`config.mk`:
```
export PLATFORM = sky130hd
export DESIGN_NAME = bmx_engine
export DESIGN_NICKNAME = d
export VERILOG_FILES = /design/src/rtl/bmx_pkg.sv /design/src/rtl/bmx_mode_map.sv /design/src/rtl/bmx_addr_step.sv /design/src/rtl/bmx_engine.sv
export SDC_FILE = /design/constraint.sdc
export NUM_CORES = 1
export LEC_CHECK = 0
export BUFFER_PORTS_ARGS = -buffer_cell sky130_fd_sc_hd__buf_2
export CORE_UTILIZATION = 26
export CTS_CLUSTER_DIAMETER = 150
export DETAILED_ROUTE_END_ITERATION = 12
export SKIP_LAST_GASP = 1
export SLEW_MARGIN = 20
export SYNTH_ARGS = -nofsm -noshare
export SYNTH_HDL_FRONTEND = slang
export SYNTH_HIERARCHICAL = 1
export SYNTH_SLANG_ARGS = --single-unit
```
`constraint.sdc`:
```
create_clock -name clk -period 5.5 [get_ports clk]
set_clock_uncertainty 0.15 [all_clocks]
set_input_delay 1.1 -clock clk [delete_from_list [all_inputs] [get_ports clk]]
set_output_delay 1.1 -clock clk [all_outputs]
set_load 0.05 [all_outputs]
```
`src/rtl/bmx_pkg.sv`:
```
package bmx_pkg;

    // Per-side address stepping behaviour
    typedef enum logic [1:0] {
        STEP_INC   = 2'd0,
        STEP_DEC   = 2'd1,
        STEP_HOLD  = 2'd2,
        STEP_SWING = 2'd3
    } step_e;

    // Sequencer phases
    typedef enum logic [1:0] {
        PH_IDLE = 2'd0,
        PH_PUSH = 2'd1,
        PH_MOVE = 2'd2
    } phase_e;

    // Pattern codes on mode_i
    localparam logic [2:0] PAT_UP_UP    = 3'd0;
    localparam logic [2:0] PAT_DN_DN    = 3'd1;
    localparam logic [2:0] PAT_UP_HOLD  = 3'd2;
    localparam logic [2:0] PAT_UP_SWING = 3'd3;
    localparam logic [2:0] PAT_SWING_UP = 3'd4;

endpackage

```
`src/rtl/bmx_mode_map.sv`:
```
module bmx_mode_map
    import bmx_pkg::*;
(
    input  logic [2:0] mode_i,
    output step_e      src_step_o,
    output step_e      dst_step_o
);

    always_comb begin
        unique case (mode_i)
            PAT_DN_DN: begin
                src_step_o = STEP_DEC;
                dst_step_o = STEP_DEC;
            end
            PAT_UP_HOLD: begin
                src_step_o = STEP_INC;
                dst_step_o = STEP_HOLD;
            end
            PAT_UP_SWING: begin
                src_step_o = STEP_INC;
                dst_step_o = STEP_SWING;
            end
            PAT_SWING_UP: begin
                src_step_o = STEP_SWING;
                dst_step_o = STEP_INC;
            end
            default: begin // code 0 and unused codes
                src_step_o = STEP_INC;
                dst_step_o = STEP_INC;
            end
        endcase
    end

endmodule

```
`src/rtl/bmx_addr_step.sv`:
```
module bmx_addr_step
    import bmx_pkg::*;
#(
    parameter int AW = 16
) (
    input  logic [AW-1:0] addr_i,
    input  step_e         kind_i,
    input  logic          neg_i,   // next swing step is -1
    output logic [AW-1:0] addr_o,
    output logic          neg_o
);

    localparam logic [AW-1:0] ONE = AW'(1);

    always_comb begin
        addr_o = addr_i;
        neg_o  = 1'b0;
        unique case (kind_i)
            STEP_INC:  addr_o = addr_i + ONE;
            STEP_DEC:  addr_o = addr_i - ONE;
            STEP_HOLD: addr_o = addr_i;
            STEP_SWING: begin
                addr_o = neg_i ? (addr_i - ONE) : (addr_i + ONE);
                neg_o  = ~neg_i;
            end
            default: addr_o = addr_i;
        endcase
    end

endmodule

```
`src/rtl/bmx_engine.sv`:
```
module bmx_engine
    import bmx_pkg::*;
#(
    parameter int AW           = 16,
    parameter int LW           = 16,
    parameter int DW           = 8,
    parameter int SPW          = 8,
    parameter int CYC_PER_BYTE = 6
) (
    input  logic           clk,
    input  logic           rst_n,
    input  logic           start_i,
    input  logic [2:0]     mode_i,
    input  logic [AW-1:0]  src_i,
    input  logic [AW-1:0]  dst_i,
    input  logic [LW-1:0]  len_i,
    input  logic [SPW-1:0] sp_i,
    input  logic [DW-1:0]  reg_y_i,
    input  logic [DW-1:0]  reg_a_i,
    input  logic [DW-1:0]  reg_x_i,
    output logic           stk_we_o,
    output logic [SPW-1:0] stk_addr_o,
    output logic [DW-1:0]  stk_wdata_o,
    output logic           mem_re_o,
    output logic           mem_we_o,
    output logic [AW-1:0]  mem_addr_o,
    output logic [DW-1:0]  mem_wdata_o,
    input  logic [DW-1:0]  mem_rdata_i,
    output logic           busy_o,
    output logic           done_o
);

    localparam int PW      = $clog2(CYC_PER_BYTE);
    localparam int NSIDE   = 2;          // 0: source, 1: destination
    localparam int NPUSH   = 3;
    localparam logic [PW-1:0] CYC_CAP  = PW'(1);
    localparam logic [PW-1:0] CYC_WR   = PW'(CYC_PER_BYTE - 1);
    localparam logic [1:0]    PUSH_END = 2'(NPUSH - 1);

    typedef struct packed {
        phase_e                  ph;
        logic [1:0]              pidx;
        logic [PW-1:0]           cyc;
        logic [LW-1:0]           left;   // bytes remaining minus one
        logic [NSIDE-1:0][AW-1:0] addr;
        logic [NSIDE-1:0]        neg;
        step_e [NSIDE-1:0]       kind;
        logic [DW-1:0]           ry;
        logic [DW-1:0]           ra;
        logic [DW-1:0]           rx;
        logic [DW-1:0]           hold;
        logic [SPW-1:0]          sp;
        logic                    done;
    } state_t;

    state_t q, d;

    step_e               map_src, map_dst;
    logic [AW-1:0]       nxt_addr [NSIDE];
    logic                nxt_neg  [NSIDE];

    bmx_mode_map u_map (
        .mode_i     (mode_i),
        .src_step_o (map_src),
        .dst_step_o (map_dst)
    );

    for (genvar s = 0; s < NSIDE; s++) begin : g_side
        bmx_addr_step #(.AW(AW)) u_step (
            .addr_i (q.addr[s]),
            .kind_i (q.kind[s]),
            .neg_i  (q.neg[s]),
            .addr_o (nxt_addr[s]),
            .neg_o  (nxt_neg[s])
        );
    end

    always_comb begin
        d      = q;
        d.done = 1'b0;
        unique case (q.ph)
            PH_IDLE: begin
                if (start_i) begin
                    d.ph      = PH_PUSH;
                    d.pidx    = 2'd0;
                    d.cyc     = '0;
                    d.left    = len_i - LW'(1);  // 0 wraps to all ones
                    d.addr[0] = src_i;
                    d.addr[1] = dst_i;
                    d.neg     = '0;
                    d.kind[0] = map_src;
                    d.kind[1] = map_dst;
                    d.ry      = reg_y_i;
                    d.ra      = reg_a_i;
                    d.rx      = reg_x_i;
                    d.sp      = sp_i;
                end
            end
            PH_PUSH: begin
                if (q.pidx == PUSH_END) begin
                    d.ph  = PH_MOVE;
                    d.cyc = '0;
                end else begin
                    d.pidx = q.pidx + 2'd1;
                end
            end
            PH_MOVE: begin
                if (q.cyc == CYC_CAP) begin
                    d.hold = mem_rdata_i;
                end
                if (q.cyc == CYC_WR) begin
                    d.cyc = '0;
                    for (int s = 0; s < NSIDE; s++) begin
                        d.addr[s] = nxt_addr[s];
                        d.neg[s]  = nxt_neg[s];
                    end
                    if (q.left == '0) begin
                        d.ph   = PH_IDLE;
                        d.done = 1'b1;
                    end else begin
                        d.left = q.left - LW'(1);
                    end
                end else begin
                    d.cyc = q.cyc + PW'(1);
                end
            end
            default: d.ph = PH_IDLE;
        endcase
    end

    always_ff @(posedge clk or negedge rst_n) begin
        if (!rst_n) begin
            q <= '0;
        end else begin
            q <= d;
        end
    end

    // Output decode
    always_comb begin
        stk_we_o    = (q.ph == PH_PUSH);
        stk_addr_o  = q.sp - SPW'({1'b0, q.pidx} + 3'd1);
        unique case (q.pidx)
            2'd0:    stk_wdata_o = q.ry;
            2'd1:    stk_wdata_o = q.ra;
            default: stk_wdata_o = q.rx;
        endcase
        mem_re_o    = (q.ph == PH_MOVE) && (q.cyc == '0);
        mem_we_o    = (q.ph == PH_MOVE) && (q.cyc == CYC_WR);
        mem_addr_o  = mem_we_o ? q.addr[1] : q.addr[0];
        mem_wdata_o = q.hold;
        busy_o      = (q.ph != PH_IDLE);
        done_o      = q.done;
    end

endmodule

```
; ---- Word level (Yosys, flattened, before mapping)
; Index checks and enable logic that the tools add are counted.
; W data, S select, Z words.
[totals]
ff_bits = 102
in_bits = 94
wordCells = 98
out_inout_bits = 45
[op_classes]
n_reduce_logical = 21
eq_ne = 24
n_mux = 26
bitwise = 2
add_sub_neg = 10
[ops]
columns = cell, count
row1 = $pmux W50 S2, 1
row2 = $pmux W16 S3, 2
row3 = $mux W85, 1
row4 = $mux W16, 4
row5 = $sub A16 B1 Y16 const B, 4
row6 = $mux W50, 1
row7 = $add A16 B1 Y16 const B, 2
row8 = $logic_not A16 Y1, 1
row9 = $pmux W8 S2, 1
row10 = $reduce_and A4 Y1, 4
row11 = $eq A2 B2 Y1 const B, 6
row12 = $ne A2 B2 Y1 const B, 6
row13 = $pmux W2 S3, 2
row14 = $pmux W3 S3, 1
row15 = $reduce_and A3 Y1, 3
row16 = $eq A2 B1 Y1 const B, 4
row17 = $logic_not A2 Y1, 4
row18 = $mux W2, 4
row19 = $pmux W2 S2, 2
row20 = $sub A8 B3 Y8, 1
row21 = $eq A3 B1 Y1 const B, 2
row22 = $eq A3 B2 Y1 const B, 2
row23 = $eq A3 B3 Y1 const B, 2
row24 = $mux W3, 2
row25 = other kinds (11), 21

; ---- Depth between registers and ports, before layout
[depth]
ltp_word = 5
ltp_mapped = 10
mapped_depth_nobuf = 9

; ---- By module
; The synthesis kept the hierarchy.
[by_module_without_submodules]
columns = module, area_each_um2, instances, cells_per_inst, seq_area_each_um2
row1 = bmx_engine, 5471.5, 1, 541, 2552.4
row2 = bmx_addr_step, 604.3, 2, 85, 0.0
row3 = bmx_mode_map, 37.5, 1, 5, 0.0

; ---- Worst setup path after synthesis
; Ideal clock, no wire load.
[synth_timing]
path_type = flip-flop to output port
start = reg q[100] (netlist bit)
end = out mem_re_o
t_arrival_ps = 2655
n_path_buf = 1
required_ps = 4250
setup_slack_ps = 1595
stages_incl_launch_ff = 6
cell_sequence = dfrtp_1 inv_1 ha_1 clkinv_1 clkbuf_1 nor4_1
[synth_via]
elab_chain_len = 2
[synth_lines]
columns = item, line
row1 = start: declaration, bmx_engine.sv:56  ; state_t q, d;
row2 = start signal: assignment, bmx_engine.sv:133  ; q <= '0;
row3 = start signal: assignment, bmx_engine.sv:135  ; q <= d;
row4 = $eq A2 B2 Y1, bmx_engine.sv:148  ; mem_re_o = (q.ph == PH_MOVE) && (q.cyc == '0);
row5 = $logic_and A1 B1 Y1, bmx_engine.sv:148
row6 = end: declaration, bmx_engine.sv:24  ; output logic mem_re_o,
; No other way between the ends.

; ---- Worst setup path in the final report
; Ends and elaborated chain as after synthesis.

==> results.json <==
{
  "synthesis.area_um2": 6720,
  "routed.top_layer": "met4",
  "worst-slew-pin-transition_ns": 0.885,
  "synthAdderAreaFrac_pct": 3.28,
  "grt_max_degree": 77,
  "cts-resized-gates": 0,
  "grt_pass1_wl_mm": 29.3,
  "clock_latency_ns": 0.35,
  "ys_async_sr_fraction_pct": 100,
  "ys.flop_type": "dfrtp_1",
  "dp_hpwl_mm": 13.2,
  "max_cap_violations": 0,
  "cts_made_buffers": 9,
  "viasPerCell": 4.98,
  "synth_cells": 716,
  "synth_compound_area_share_pct": 18.4,
  "peakVddDrop_mv": 0.413,
  "rows": 58,
  "crit_path_start_kind": "flop",
  "ctsLongestPathBuffers": 2,
  "fin_setup_tns_ns": 0,
  "relSlewSlack_pct": 40.8,
  "fin_crit_sh_pct": 76.4,
  "synth_top_family_by_area": "simple AND/OR/NAND/NOR gates",
  "p_per_area_nw_per_um2": 646,
  "synth-seq-cells": 102,
  "drc": 0,
  "period_needed_ns": 4.20,
  "synth_xor_xnor_area_share_pct": 6.52,
  "fmax_mhz": 238,
  "coreArea_um2": 25300,
  "ys_warn_count": 6,
  "routedWlPerCell_um": 15.9,
  "hp-class": "reg -> reg",
  "grt_pass1_vias": 5534,
  "crit_arrival_ns": 2.95,
  "p_total_w": 0.00512,
  "syn_to_final_growth_pct": 18.2,
  "ios": 139,
  "layout.cells.non_filler": 1157,
  "status": "completed",
  "finalSetupViolCount": 0,
  "synth_cell_types": 73,
  "clk_pin_slew_ns": 0.08,
  "crit_path_end_kind": "output pin",
  "gp_congestion": 0.775,
  "hold_viol_final": 0,
  "wl_met1_mm": 8.70,
  "h-tree-depth": 3,
  "synth_nets": 827,
  "post-cts-setup-buffers": 0,
  "fin_nets": 933,
  "ant_nets": 0,
  "cts-root-buf": "clkbuf_16",
  "initialDrtViolationCount": 465,
  "cts_tree": "done",
  "drive_gt1_share_pct": 30.8,
  "synth_edf_count": 0,
  "firstDrtPassIters": 4,
  "synthMuxAreaShare_pct": 10.4,
  "holdBufCountCts": 0,
  "grt_setup_unrepaired": "no",
  "die_w_um": 163,
  "slew_violations": 0,
  "p_leak_nw": 3.47,
  "syn_area_per_cell_um2": 9.38,
  "clkSinkCount": 102,
  "antenna_found_initial": 0,
  "overflow": 0,
  "numPlacedInstances": 1141,
  "n_antenna_cell": 0,
  "start_util_pct": 26.6,
  "portBuffers": 138,
  "cp_max_fo": 30,
  "met2WireLength_mm": 8.49,
  "worst-endpoint-required_ns": 4.25,
  "drt-total-wl_mm": 18.3,
  "dieArea_um2": 26500,
  "synth-simple-area-share_pct": 18.4,
  "yosysSeqAreaShare_pct": 38.0,
  "met3_wirelength_um": 799,
  "die_h_um": 163,
  "num_vias": 5763,
  "globalRouteTotalUtil_pct": 14.1,
  "critical_path_class": "reg -> out"
}
-- cells by family (layout without fill, tap and decap cells) --
| kind of cell | count (synthesis) | in the layout |
|---|---|---|
| compound gates | 189 | 189 |
| xor+xnor | 50 | 50 |
| fa+ha+maj | 17 | 17 |
| buf+inv | 70 | 181 |
| flops | 102 | 102 |
| mux | 62 | 62 |
| simple gates | 226 | 226 |
-- flip-flops by register name, summed over array words and instances, names as in the netlist --
register and flops:
done_o 1, mem_wdata_o 8, q 93
-- worst paths after layout --
path	slack, ns	start	depth (start not counted)	endpoint
max in group asynchronous	3.70	rst_n	2	q[56]
min in group asynchronous	0.64	rst_n	1	q[19]
hold / removal	0.36	mem_wdata_o[5]	1	mem_wdata_o[5]
setup / recovery	1.30	q[100]	5	mem_re_o
hold reg to reg	0.36	mem_wdata_o[5]	1	mem_wdata_o[5]
setup reg to reg	1.95	q[100]	7	q[81]
-- cell usage after synthesis, types with 4 or more instances --
| master | instances | area share [%] |
|---|---|---|
| nand4_1 | 7 | 0.65 |
| nand2b_1 | 6 | 0.56 |
| buf_4 | 8 | 0.89 |
| nor3_1 | 20 | 1.5 |
| ha_1 | 16 | 3.0 |
| and3_1 | 6 | 0.56 |
| o21ai_0 | 30 | 2.2 |
| xor2_1 | 26 | 3.4 |
| nand3_1 | 16 | 1.2 |
| inv_1 | 21 | 1.2 |
| nand2_1 | 47 | 2.6 |
| and2_1 | 5 | 0.47 |
| buf_2 | 7 | 0.52 |
| o22ai_1 | 6 | 0.56 |
| or3_1 | 6 | 0.56 |
| mux2_2 | 61 | 10 |
| dfrtp_1 | 102 | 38 |
| o2111ai_1 | 4 | 0.52 |
| xnor2_1 | 24 | 3.1 |
| nor4_1 | 11 | 1.0 |
| a22oi_1 | 43 | 4.8 |
| nor2_1 | 60 | 3.4 |
| o31ai_2 | 4 | 0.75 |
| nor2b_1 | 4 | 0.37 |
| a32oi_1 | 4 | 0.52 |
| a31oi_1 | 12 | 1.1 |
| a21oi_1 | 61 | 4.5 |
| buf_6 | 4 | 0.67 |
| buf_1 | 7 | 0.39 |
| clkbuf_1 | 19 | 1.1 |
-- layout by cell type, fill, tap and decap left out, types with 24 or more instances in the layout --
master   netlist  routed
mux2_2        61      61
xnor2_1       24      24
nand2_1       47      47
o21ai_0       30      30
nor2_1        60      60
dfrtp_1      102     102
a22oi_1       43      43
buf_2          7     137
xor2_1        26      26
a21oi_1       61      60
-- critical path: stages, from the launching register on --
cell	delay (ns)
dfrtp_1	0.42
inv_1	0.10
ha_2	0.64
clkinv_1	0.67
nor4_1	0.43
buf_2	0.33
-- metrics by stage --
stage               hold WS (ns)  utilization (%)  cell area [um^2]  setup WS (ns)
floorplan                  0.311                -              6720           1.60
global placement           0.324             30.2              7630           1.68
detailed placement         0.345             30.2              7630           1.65
CTS                        0.361             31.4              7930           1.24
global route               0.371             31.4              7940           1.02
finish                     0.359             31.4              7940           1.30
-- where the power goes --
part           total, W  internal [W]  leakage, nW  switching [W]
clock network  0.000664      0.000355        0.139       0.000309
registers       0.00162       0.00111         1.25       0.000512
logic           0.00284      0.000976         2.08        0.00187
-- final cells by class --
cell class | instances | area [um^2]
well taps | 330 | 413
inverters | 22 | 82.6
flip-flops and latches | 102 | 2550
fillers | 2653 | 17300
multi-input cells | 544 | 3860
repair buffers | 143 | 734
clock inverters | 7 | 73.8
clock buffers | 9 | 225
-- layer usage --
metal / GRT usage [%] / vias to the layer above
met5: 0 / -
met4: 4.72 / 0
met3: 2.70 / 22
met2: 22.1 / 147
met1: 19.2 / 2748
li1: - / 2846
No activity file was read; power rests on OpenSTA's default activity.
